<file path="config.mk">
export PLATFORM = sky130hd
export DESIGN_NAME = insn_fetch_sequencer
export DESIGN_NICKNAME = d
export VERILOG_FILES = /design/src/rtl/fetch_pkg.sv /design/src/rtl/fetch_pc_reg.sv /design/src/rtl/fetch_phase_ctrl.sv /design/src/rtl/fetch_capture.sv /design/src/rtl/insn_fetch_sequencer.sv
export SDC_FILE = /design/constraint.sdc
export NUM_CORES = 1
export LEC_CHECK = 0
export ABC_AREA = 1
export CAP_MARGIN = 10
export CELL_PAD_IN_SITES_DETAIL_PLACEMENT = 0
export CELL_PAD_IN_SITES_GLOBAL_PLACEMENT = 1
export CORE_MARGIN = 5
export CORE_UTILIZATION = 34
export CTS_CLUSTER_SIZE = 24
export DETAILED_ROUTE_END_ITERATION = 8
export PLACE_DENSITY_LB_ADDON = 0.1
export SKIP_LAST_GASP = 1
export SLEW_MARGIN = 10
export SYNTH_ARGS = -nofsm -noshare
export SYNTH_HDL_FRONTEND = slang
export SYNTH_SLANG_ARGS = --single-unit
</file>
<file path="constraint.sdc">
create_clock -name clk -period 6.2 [get_ports clk]
set_clock_uncertainty 0.05 [all_clocks]
set_input_delay 1.24 -clock clk [delete_from_list [all_inputs] [get_ports clk]]
set_output_delay 1.24 -clock clk [all_outputs]
set_load 0.01 [all_outputs]
</file>
<file path="src/rtl/fetch_pkg.sv">
package fetch_pkg;

  typedef enum logic [1:0] {
    PH_OPC = 2'd0,
    PH_OP1 = 2'd1,
    PH_OP2 = 2'd2
  } phase_e;

  // Operand byte count for a length class; class 2'b11 means no operand.
  function automatic logic [1:0] operand_count(input logic [1:0] cls);
    case (cls)
      2'b01:   operand_count = 2'd1;
      2'b10:   operand_count = 2'd2;
      default: operand_count = 2'd0;
    endcase
  endfunction

endpackage

</file>
<file path="src/rtl/fetch_pc_reg.sv">
module fetch_pc_reg #(
  parameter int AW = 16
) (
  input  logic          clk,
  input  logic          rst,
  input  logic [AW-1:0] reset_vector,
  input  logic          step,
  output logic [AW-1:0] pc
);

  // Full-width increment that wraps to zero.
  function automatic logic [AW-1:0] pc_plus_one(input logic [AW-1:0] v);
    pc_plus_one = v + {{(AW-1){1'b0}}, 1'b1};
  endfunction

  logic [AW-1:0] pc_nxt;

  assign pc_nxt = pc_plus_one(pc);

  always_ff @(posedge clk) begin
    if (rst)       pc <= reset_vector;
    else if (step) pc <= pc_nxt;
  end

endmodule

</file>
<file path="src/rtl/fetch_phase_ctrl.sv">
module fetch_phase_ctrl
  import fetch_pkg::*;
(
  input  logic       clk,
  input  logic       rst,
  input  logic [1:0] len_class,
  output phase_e     phase,
  output logic       pc_step,
  output logic       ir_load,
  output logic       lo_load,
  output logic       hi_load,
  output logic       dummy_rd,
  output logic       done
);

  phase_e     phase_nxt;
  logic [1:0] n_ops;

  assign n_ops = operand_count(len_class);

  always_comb begin
    pc_step   = 1'b0;
    ir_load   = 1'b0;
    lo_load   = 1'b0;
    hi_load   = 1'b0;
    dummy_rd  = 1'b0;
    done      = 1'b0;
    phase_nxt = PH_OPC;
    case (phase)
      PH_OPC: begin
        pc_step   = 1'b1;
        ir_load   = 1'b1;
        phase_nxt = PH_OP1;
      end
      PH_OP1: begin
        if (n_ops == 2'd0) begin
          dummy_rd = 1'b1;
          done     = 1'b1;
        end else begin
          lo_load = 1'b1;
          pc_step = 1'b1;
          done    = (n_ops == 2'd1);
        end
        phase_nxt = done ? PH_OPC : PH_OP2;
      end
      PH_OP2: begin
        hi_load   = 1'b1;
        pc_step   = 1'b1;
        done      = 1'b1;
        phase_nxt = PH_OPC;
      end
      default: phase_nxt = PH_OPC;
    endcase
  end

  always_ff @(posedge clk) begin
    if (rst) phase <= PH_OPC;
    else     phase <= phase_nxt;
  end

endmodule

</file>
<file path="src/rtl/fetch_capture.sv">
module fetch_capture #(
  parameter int DW = 8
) (
  input  logic            clk,
  input  logic            rst,
  input  logic [DW-1:0]   rdata,
  input  logic            ir_load,
  input  logic            lo_load,
  input  logic            hi_load,
  output logic [DW-1:0]   ir,
  output logic [2*DW-1:0] opnd
);

  always_ff @(posedge clk) begin
    if (rst) begin
      ir   <= '0;
      opnd <= '0;
    end else begin
      if (ir_load) ir <= rdata;
      if (lo_load) opnd <= {{DW{1'b0}}, rdata};
      else if (hi_load) opnd[2*DW-1:DW] <= rdata;
    end
  end

endmodule

</file>
<file path="src/rtl/insn_fetch_sequencer.sv">
module insn_fetch_sequencer
  import fetch_pkg::*;
#(
  parameter int AW = 16,
  parameter int DW = 8
) (
  input  logic            clk,
  input  logic            rst,
  input  logic [AW-1:0]   reset_vector,
  input  logic [1:0]      len_class,
  input  logic [DW-1:0]   bus_rdata,
  output logic [AW-1:0]   bus_addr,
  output logic            bus_rd,
  output logic [DW-1:0]   opcode_q,
  output logic [2*DW-1:0] operand_q,
  output logic [1:0]      cycle_idx,
  output logic            fetch_done
);

  phase_e        phase;
  logic          pc_step;
  logic          ir_load;
  logic          lo_load;
  logic          hi_load;
  logic          dummy_rd;
  logic [AW-1:0] pc;

  fetch_phase_ctrl u_ctrl (
    .clk      (clk),
    .rst      (rst),
    .len_class(len_class),
    .phase    (phase),
    .pc_step  (pc_step),
    .ir_load  (ir_load),
    .lo_load  (lo_load),
    .hi_load  (hi_load),
    .dummy_rd (dummy_rd),
    .done     (fetch_done)
  );

  fetch_pc_reg #(.AW(AW)) u_pc (
    .clk         (clk),
    .rst         (rst),
    .reset_vector(reset_vector),
    .step        (pc_step),
    .pc          (pc)
  );

  fetch_capture #(.DW(DW)) u_cap (
    .clk    (clk),
    .rst    (rst),
    .rdata  (bus_rdata),
    .ir_load(ir_load),
    .lo_load(lo_load),
    .hi_load(hi_load),
    .ir     (opcode_q),
    .opnd   (operand_q)
  );

  // Address comes from the counter before this cycle's increment.
  assign bus_addr  = pc;
  assign bus_rd    = ~rst;
  assign cycle_idx = phase;

endmodule

</file>
==> results.sh, run 1 <==
export IMPL_dp_area_um2=2810
export IMPL_area_growth_syn_to_layout_pct=44.6
export IMPL_reported_max_cap_violation_count=0
export IMPL_dieWidth_um=87.0
export IMPL_worstMarginPinSlew_ps=405
export IMPL_global_route_usage_met1=0.179
export IMPL_worstPathBufferInverterCount=4
export IMPL_p_per_area_nw_per_um2=240
export IMPL_quantity_of_i_o_buffers_inserted_on_ports=71
export IMPL_synthMostInstantiatedCell="sky130_fd_sc_hd__nand2_1"
export IMPL_core_region_area_um2=5850
export IMPL_netlist_top_cells_count="sky130_fd_sc_hd__nand2_1, sky130_fd_sc_hd__nor2_1, sky130_fd_sc_hd__dfxtp_1"
export IMPL_power_leakage_nw=1.20
export IMPL_slew_violations=0
export IMPL_max_slew_margin_rel=0.730
export IMPL_detail_route_antenna_nets=0
export IMPL_synth_area_leaders="sky130_fd_sc_hd__dfxtp_1, sky130_fd_sc_hd__edfxtp_1, sky130_fd_sc_hd__nand2_1"
export IMPL_critical_path_endpoint="fetch_done"
export IMPL_postCtsSetupBuffers=0
export IMPL_cpLargestDelayFamily="buffers and inverters"
export IMPL_timing_critical_path_slowest_cell_delay_ps=560
export IMPL_clock_input_transition_at_the_sequential_cells_of_the_worst_setup_and_hold_paths_ps=90
export IMPL_regToRegSetupSlack_ps=4080
export IMPL_clock_latency_ps=290
export IMPL_fillerInstances=611
export IMPL_die_area_um2=7580
export IMPL_drt_iter0_markers=66
export IMPL_routedWlPerCell_um=13.4
export IMPL_cts_tree="built"
export IMPL_layout_cell_area_non_filler_um2=2920
export IMPL_track_usage=0.154
export IMPL_critical_path_startpoint="len_class[0]"
export IMPL_cts_num_sinks=42
export IMPL_grt_start_max_net_pins=30
export IMPL_synth_seq_area_share=0.496
export IMPL_critical_path_max_fanout=2
export IMPL_synth_top_area_share=0.258
export IMPL_syn_area_per_cell_um2=7.70
export IMPL_post_route_min_period_ps=4010
export IMPL_irDropWorstVdd_uv=175
export IMPL_grt_pass1_wl_um=9140
export IMPL_drive_above_1_share=0.0562
export IMPL_synth_cell_type_count=23
export IMPL_initial_utilization=0.345
export IMPL_drc=0
export IMPL_total_power_mw=0.701
export IMPL_report_final_hold_viol_count=0
export IMPL_critPathCaptureType="primary output"
export IMPL_ys_warn_count=0
export IMPL_grt_setup_unrepaired="false"
export IMPL_nets=371
export IMPL_vias=1935
export IMPL_gp_congestion=0.736
export IMPL_hp_class="reg2reg"
export IMPL_use_met2=0.272
export IMPL_critical_r2r_capture="u_pc.pc[10]$_DFFE_PP_"
export IMPL_routed_via_density=4.69
export IMPL_post_route_util=0.499
export IMPL_maxClockFrequency_mhz=249
export IMPL_insertedDiodeCount=0
export IMPL_wl_um=5550
export IMPL_dominantRegCellSynth="sky130_fd_sc_hd__dfxtp_1"
export IMPL_syn_instance_count=262
export IMPL_crit_path_start_kind="input pin"
export IMPL_place_hpwl_um=3980
export IMPL_placementRows=28
export IMPL_floorplan_die_height_um=87.0
export IMPL_cp_arrival_ps=2720
export IMPL_worstSetupPathDepth=7
export IMPL_place_ws_ps=2170
export IMPL_hold_path_startpoint="u_cap.opnd[12]$_SDFFE_PP0P_"
export IMPL_io_pin_count=72
export IMPL_cts_resized=0
export IMPL_grt_busiest_layer="met2"
export IMPL_post_synth_top_area_cell="sky130_fd_sc_hd__dfxtp_1"
export IMPL_asyncSetResetFlopFracSynth=0
export IMPL_grt_antenna_before_repair=0
export IMPL_timing_critical_path_slowest_stage_cell="sky130_fd_sc_hd__clkdlybuf4s50_1"
export IMPL_first_global_vias=1991
export IMPL_synthesis_nets=296
export IMPL_cts_hold_buffers_added=0
export IMPL_numCtsBuffers=5
export IMPL_globalRouteOverflowTotal=0
export IMPL_h_tree_depth=2
export IMPL_multi_input_comb_area_um2=900
export IMPL_grtUsageMet3=0.0416
export IMPL_cts_root_buf="sky130_fd_sc_hd__clkbuf_8"
export IMPL_period_share=0.647
export IMPL_layout_setup_ws_ps=2190
export IMPL_register_area_um2=1000
export IMPL_report_final_setup_viol=0
export IMPL_r2r_worst_path_cells=5
export IMPL_number_of_flops_mapped_to_enable_cells_by_yosys=16
export IMPL_detailedRoute_firstPassIterationCount=4
export IMPL_critical_path_class="in2out"
export IMPL_cp_data_required_time_ps=4910
export IMPL_fin_tns_setup_ps=0
export IMPL_worstPathCellList="clkdlybuf4s50_1, inv_1, ha_1, inv_1, nand2_1, a21boi_0, clkdlybuf4s50_1"
export IMPL_run_status="completed"
export IMPL_clk_path_buf_depth=2
export IMPL_syn_cell_area_um2=2020
export IMPL_r2r_start="u_ctrl.phase[0]$_SDFF_PP0_"
export IMPL_ys_seq_elements=42
worst register-to-register path, cell delays in order, from the launching register on:
cell and delay, ps:
sky130_fd_sc_hd__dfxtp_1 350, sky130_fd_sc_hd__inv_1 100, sky130_fd_sc_hd__ha_1 370, sky130_fd_sc_hd__clkinv_1 370, sky130_fd_sc_hd__a32oi_1 290, sky130_fd_sc_hd__buf_4 290
worst min-delay path by stage:
| stage | end | slack (ps) | cells after the start |
|---|---|---|---|
| after floorplan | u_cap.opnd[10]$_SDFFE_PP0P_ | 440 | 2 |
| after global routing | u_cap.opnd[15]$_SDFFE_PP0P_ | 430 | 2 |
| final | u_cap.opnd[12]$_SDFFE_PP0P_ | 410 | 2 |
| after detailed placement | u_cap.opnd[9]$_SDFFE_PP0P_ | 400 | 2 |
| after CTS | u_cap.opnd[12]$_SDFFE_PP0P_ | 420 | 2 |
| after global placement | u_cap.opnd[12]$_SDFFE_PP0P_ | 400 | 2 |
state kept, by name, summed over array words and instances, names as in the netlist:
signal	count
u_pc.pc	16
u_cap.ir	8
u_ctrl.phase	2
u_cap.opnd	16
layer usage:
layer / up-vias / share of wire
met3: 6 / 0.060
met4: 0 / 0.013
met1: 888 / 0.44
met5: - / 0
met2: 48 / 0.49
li1: 993 / -
final cells by class:
cell class / count / share of cell area
tap: 75 / 0.0322
sequential: 42 / 0.343
timing repair buffer: 74 / 0.251
inverter: 23 / 0.0296
clock buffer: 7 / 0.0334
clock inverter: 1 / 0.00214
multi-input combinational: 191 / 0.308
cells by family (layout without fill, tap and decap cells):
logic type | after synthesis | after routing | share of synthesized area
compound gates | 41 | 41 | 0.110
xor+xnor | 2 | 2 | 0.00868
fa+ha+maj | 6 | 6 | 0.0372
buf+inv | 29 | 105 | 0.0583
flops | 42 | 42 | 0.496
simple gates | 142 | 142 | 0.290
per-stage QoR:
stage	hold slack [ps]	instances
6_report	414	413
5_1_grt	434	413
4_1_cts	419	413
3_5_place_dp	405	405
3_3_place_gp	403	405
2_1_floorplan	436	262
placed cells by master, fill, tap and decap left out, drive strengths merged:
cell type | synthesis | layout
nor3 | 1 | 1
o21bai | 4 | 4
dfxtp | 26 | 26
ha | 6 | 6
nor2 | 52 | 52
clkbuf | 1 | 7
a32oi | 1 | 1
inv | 21 | 22
xnor2 | 2 | 2
a21boi | 1 | 1
nand3 | 15 | 15
nand2 | 72 | 72
edfxtp | 16 | 16
nand4 | 2 | 2
clkdlybuf4s50 | 0 | 71
clkinv | 2 | 2
a21oi | 12 | 12
o21ai | 23 | 23
buf | 5 | 3
report_power, final:
part	internal (mW)	switching [mW]	total [mW]	leakage (nW)
Clock	0.104	0.100	0.205	0.0539
Sequential	0.316	0.0248	0.341	0.383
Combinational	0.0809	0.0743	0.155	0.759
Total	0.501	0.199	0.701	1.20
No activity file was read; power rests on OpenSTA's default activity.
==> inputs of run 2 (changes only) <==
--- a/config.mk
+++ b/config.mk
@@ -10,7 +10,7 @@
 export CELL_PAD_IN_SITES_DETAIL_PLACEMENT = 0
 export CELL_PAD_IN_SITES_GLOBAL_PLACEMENT = 1
 export CORE_MARGIN = 5
-export CORE_UTILIZATION = 34
+export CORE_UTILIZATION = 28
 export CTS_CLUSTER_SIZE = 24
 export DETAILED_ROUTE_END_ITERATION = 8
 export PLACE_DENSITY_LB_ADDON = 0.1
==> constraint.sdc (replaced) <==
create_clock -name clk -period 3.4 [get_ports clk]
set_clock_uncertainty 0.05 [all_clocks]
set_input_delay 0.68 -clock clk [delete_from_list [all_inputs] [get_ports clk]]
set_output_delay 0.68 -clock clk [all_outputs]
set_load 0.01 [all_outputs]
==> results.sh, run 2 (same netlist as run 1, synthesis figures left out) <==
export IMPL_irDropWorstVdd_uv=151
export IMPL_global_route_usage_met1=0.162
export IMPL_drive_above_1_share=0.0619
export IMPL_fin_tns_setup_ps=0
export IMPL_drt_iter0_markers=48
export IMPL_numCtsBuffers=5
export IMPL_detailedRoute_firstPassIterationCount=4
export IMPL_h_tree_depth=2
export IMPL_nets=372
export IMPL_quantity_of_i_o_buffers_inserted_on_ports=71
export IMPL_layout_common_cells="sky130_fd_sc_hd__clkdlybuf4s50_1, sky130_fd_sc_hd__nand2_1, sky130_fd_sc_hd__nor2_1"
export IMPL_place_hpwl_um=4250
export IMPL_worstMarginPinSlew_ps=356
export IMPL_drc=0
export IMPL_post_route_min_period_ps=2900
export IMPL_cts_num_sinks=42
export IMPL_vias=1913
export IMPL_grt_busiest_layer="met2"
export IMPL_grt_setup_unrepaired="false"
export IMPL_postCtsSetupBuffers=0
export IMPL_wl_um=5840
export IMPL_report_final_setup_viol=0
export IMPL_crit_path_start_kind="input pin"
export IMPL_first_global_vias=1971
export IMPL_hp_class="reg2reg"
export IMPL_reported_max_cap_violation_count=0
export IMPL_routedWlPerCell_um=13.3
export IMPL_power_leakage_nw=1.20
export IMPL_insertedDiodeCount=0
export IMPL_cp_arrival_ps=2170
export IMPL_timing_critical_path_slowest_cell_delay_ps=560
export IMPL_globalRouteOverflowTotal=0
export IMPL_largest_registers="u_cap.opnd (16), u_pc.pc (16), u_cap.ir (8)"
export IMPL_run_status="completed"
export IMPL_dieWidth_um=94.9
export IMPL_clk_path_buf_depth=2
export IMPL_io_pin_count=72
export IMPL_grt_antenna_before_repair=0
export IMPL_use_met2=0.231
export IMPL_core_region_area_um2=7140
export IMPL_gp_congestion=0.767
export IMPL_maxClockFrequency_mhz=345
export IMPL_floorplan_die_height_um=94.9
export IMPL_worstPathBufferInverterCount=4
export IMPL_cpLargestDelayFamily="buffers and inverters"
export IMPL_critical_path_class="in2out"
export IMPL_cts_tree="built"
export IMPL_die_area_um2=9010
export IMPL_placementRows=31
export IMPL_clock_latency_ps=300
export IMPL_regToRegSetupSlack_ps=1240
export IMPL_slew_violations=0
export IMPL_track_usage=0.140
export IMPL_layout_setup_ws_ps=501
export IMPL_max_slew_margin_rel=0.763
export IMPL_critical_path_max_fanout=2
export IMPL_initial_utilization=0.283
export IMPL_place_ws_ps=475
export IMPL_period_share=0.853
export IMPL_p_per_area_nw_per_um2=436
export IMPL_cts_resized=0
export IMPL_fin_worst_hold_slack_ps=416
export IMPL_post_layout_nonfiller_instances=438
export IMPL_cts_root_buf="sky130_fd_sc_hd__clkbuf_8"
export IMPL_routed_via_density=4.37
export IMPL_cp_data_required_time_ps=2670
export IMPL_area_growth_syn_to_layout_pct=46.6
export IMPL_grt_pass1_wl_um=9670
export IMPL_worstPathCellList="clkdlybuf4s50_1, inv_1, ha_1, inv_1, nand2_1, a21boi_0, clkdlybuf4s50_1"
export IMPL_total_power_mw=1.29
export IMPL_grt_start_max_net_pins=30
export IMPL_report_final_hold_viol_count=0
export IMPL_timing_critical_path_slowest_stage_cell="sky130_fd_sc_hd__clkdlybuf4s50_1"
export IMPL_critPathCaptureType="primary output"
export IMPL_detail_route_antenna_nets=0
export IMPL_layout_cells_most_common="sky130_fd_sc_hd__clkdlybuf4s50_1"
export IMPL_cts_hold_buffers_added=0
export IMPL_place_detailed_instances=430
export IMPL_grtUsageMet3=0.0502
export IMPL_clock_input_transition_at_the_sequential_cells_of_the_worst_setup_and_hold_paths_ps=90
==> run 2: layer usage <==
metal,part of all wire,vias up
met5,0,-
met4,0.024,0
met3,0.069,8
met2,0.47,57
met1,0.44,850
li1,-,998
==> run 2: final cells by class <==
class,instances,area [um^2]
well taps,99,124
flip-flops and latches,42,1000
repair buffers,75,741
clock inverters,2,13.8
fillers,774,4180
multi-input cells,191,900
inverters,23,86.3
clock buffers,6,93.8
==> run 2: power by group <==
| group | internal, mW | leakage, nW | switching, mW | total, mW |
|---|---|---|---|---|
| registers | 0.576 | 0.383 | 0.0448 | 0.621 |
| clock network | 0.191 | 0.0567 | 0.193 | 0.384 |
| logic | 0.149 | 0.765 | 0.137 | 0.286 |
| total | 0.916 | 1.20 | 0.375 | 1.29 |
==> run 2: through the flow <==
stage / utilization / instance area (um^2)
floorplan: - / 2020
global placement: 0.400 / 2850
detailed placement: 0.400 / 2850
CTS: 0.415 / 2960
global route: 0.415 / 2960
finish: 0.415 / 2960
==> run 2: final timing paths <==
kind,cells past startpoint,to,start
worst min register to register,2,u_cap.opnd[8]$_SDFFE_PP0P_,u_cap.opnd[8]$_SDFFE_PP0P_
worst min-delay path,2,u_cap.opnd[8]$_SDFFE_PP0P_,u_cap.opnd[8]$_SDFFE_PP0P_
worst max register to register,5,u_pc.pc[13]$_DFFE_PP_,u_ctrl.phase[1]$_SDFF_PP0_
worst max-delay path,7,fetch_done,len_class[0]
==> run 2: worst register-to-register path, cell delays in order, from the launching register on <==
cell,delay (ps)
sky130_fd_sc_hd__dfxtp_1,360
sky130_fd_sc_hd__inv_1,90
sky130_fd_sc_hd__ha_1,370
sky130_fd_sc_hd__clkinv_1,390
sky130_fd_sc_hd__a32oi_1,300
sky130_fd_sc_hd__buf_4,280
==> inputs of run 3 (changes only) <==
--- a/config.mk
+++ b/config.mk
@@ -9,7 +9,7 @@
 export CAP_MARGIN = 10
 export CELL_PAD_IN_SITES_DETAIL_PLACEMENT = 0
 export CELL_PAD_IN_SITES_GLOBAL_PLACEMENT = 1
-export CORE_MARGIN = 5
+export CORE_MARGIN = 2
 export CORE_UTILIZATION = 28
 export CTS_CLUSTER_SIZE = 24
 export DETAILED_ROUTE_END_ITERATION = 8
==> results.sh, run 3 (same netlist as run 1, synthesis figures left out) <==
export IMPL_critical_path_class="reg2out"
export IMPL_register_area_um2=1000
export IMPL_post_route_util=0.430
export IMPL_cts_hold_buffers_added=0
export IMPL_report_final_hold_viol_count=0
export IMPL_drt_iter0_markers=94
export IMPL_power_leakage_nw=1.20
export IMPL_clock_input_transition_at_the_sequential_cells_of_the_worst_setup_and_hold_paths_ps=80
export IMPL_floorplan_die_height_um=88.9
export IMPL_postCtsSetupBuffers=0
export IMPL_core_region_area_um2=6870
export IMPL_area_growth_syn_to_layout_pct=46.2
export IMPL_fillerInstances=736
export IMPL_crit_path_start_kind="flip-flop"
export IMPL_gp_congestion=0.718
export IMPL_irDropWorstVdd_uv=216
export IMPL_critical_path_max_fanout=10
export IMPL_grt_setup_unrepaired="false"
export IMPL_io_pin_count=72
export IMPL_place_hpwl_um=4010
export IMPL_vias=1902
export IMPL_timing_critical_path_slowest_stage_cell="sky130_fd_sc_hd__clkdlybuf4s50_1"
export IMPL_report_final_setup_viol=0
export IMPL_dieWidth_um=88.9
export IMPL_p_per_area_nw_per_um2=432
export IMPL_run_status="completed"
export IMPL_layout_setup_ws_ps=506
export IMPL_reported_max_cap_violation_count=0
export IMPL_numCtsBuffers=5
export IMPL_cp_arrival_ps=2160
export IMPL_quantity_of_i_o_buffers_inserted_on_ports=71
export IMPL_first_global_vias=1981
export IMPL_largest_registers="u_cap.opnd (16), u_pc.pc (16), u_cap.ir (8)"
export IMPL_max_slew_margin_rel=0.769
export IMPL_globalRouteOverflowTotal=0
export IMPL_cts_tree="built"
export IMPL_track_usage=0.152
export IMPL_layout_common_cells="sky130_fd_sc_hd__clkdlybuf4s50_1, sky130_fd_sc_hd__nand2_1, sky130_fd_sc_hd__nor2_1"
export IMPL_place_ws_ps=495
export IMPL_worstPathCellList="inv_1, ha_1, clkinv_1, a21boi_0, clkdlybuf4s50_1"
export IMPL_initial_utilization=0.294
export IMPL_nets=372
export IMPL_routedWlPerCell_um=12.9
export IMPL_h_tree_depth=2
export IMPL_critPathCaptureType="primary output"
export IMPL_slew_violations=0
export IMPL_drc=0
export IMPL_detailedRoute_firstPassIterationCount=4
export IMPL_hp_class="reg2reg"
export IMPL_cts_resized=0
export IMPL_detail_route_antenna_nets=0
export IMPL_drive_above_1_share=0.0619
export IMPL_clock_latency_ps=290
export IMPL_fin_tns_setup_ps=0
export IMPL_grt_antenna_before_repair=0
export IMPL_layout_cells_most_common="sky130_fd_sc_hd__clkdlybuf4s50_1"
export IMPL_die_area_um2=7900
export IMPL_clk_path_buf_depth=2
export IMPL_routed_via_density=4.37
export IMPL_period_share=0.851
export IMPL_placementRows=30
export IMPL_cts_num_sinks=42
export IMPL_grt_start_max_net_pins=30
export IMPL_worstMarginPinSlew_ps=346
export IMPL_multi_input_comb_area_um2=900
export IMPL_cp_data_required_time_ps=2670
export IMPL_wl_um=5590
export IMPL_maxClockFrequency_mhz=345
export IMPL_cts_root_buf="sky130_fd_sc_hd__clkbuf_8"
export IMPL_post_route_min_period_ps=2890
export IMPL_grt_pass1_wl_um=9250
export IMPL_timing_critical_path_slowest_cell_delay_ps=560
export IMPL_insertedDiodeCount=0
run 3: final timing paths:
kind | from | to | slack, ps | depth (start not counted)
hold / removal | u_cap.opnd[11]$_SDFFE_PP0P_ | u_cap.opnd[11]$_SDFFE_PP0P_ | 420 | 2
setup / recovery | u_ctrl.phase[0]$_SDFF_PP0_ | fetch_done | 510 | 5
setup reg to reg | u_ctrl.phase[1]$_SDFF_PP0_ | u_pc.pc[5]$_DFFE_PP_ | 1310 | 5
hold reg to reg | u_cap.opnd[11]$_SDFFE_PP0P_ | u_cap.opnd[11]$_SDFFE_PP0P_ | 420 | 2
run 3: final cells by class:
cell class / instances / share of cell area
well taps: 96 / 0.0407
inverters: 23 / 0.0292
clock buffers: 6 / 0.0318
multi-input cells: 191 / 0.305
flip-flops and latches: 42 / 0.339
repair buffers: 75 / 0.251
clock inverters: 2 / 0.00339
run 3: metrics by stage:
stage / area [um^2] / power [mW] / hold slack (ps) / std cells
after floorplan: 2020 / 0.755 / 436 / 262
after CTS: 2950 / 1.29 / 424 / 435
after global placement: 2850 / 0.921 / 404 / 427
after global routing: 2950 / 1.35 / 441 / 435
final: 2950 / 1.28 / 416 / 435
after detailed placement: 2850 / 0.921 / 408 / 427
run 3: layer usage:
metal / GRT usage / wire, um / vias up
li1: - / - / 995
met1: 0.176 / 2470 / 847
met2: 0.269 / 2670 / 58
met3: 0.0536 / 428 / 2
met4: 0.0372 / 33 / 0
met5: 0 / 0 / -
run 3: where the power goes:
group	internal [mW]	total (mW)	switching, mW
Clock	0.187	0.371	0.184
Combinational	0.149	0.285	0.136
Sequential	0.576	0.620	0.0441
run 3: worst max-delay path, delay by kind of cell (launching register included):
kind            cells  cell delay (ps)
fa+ha+maj           1              320
buf+inv             3              960
flops               1              340
compound gates      1              240
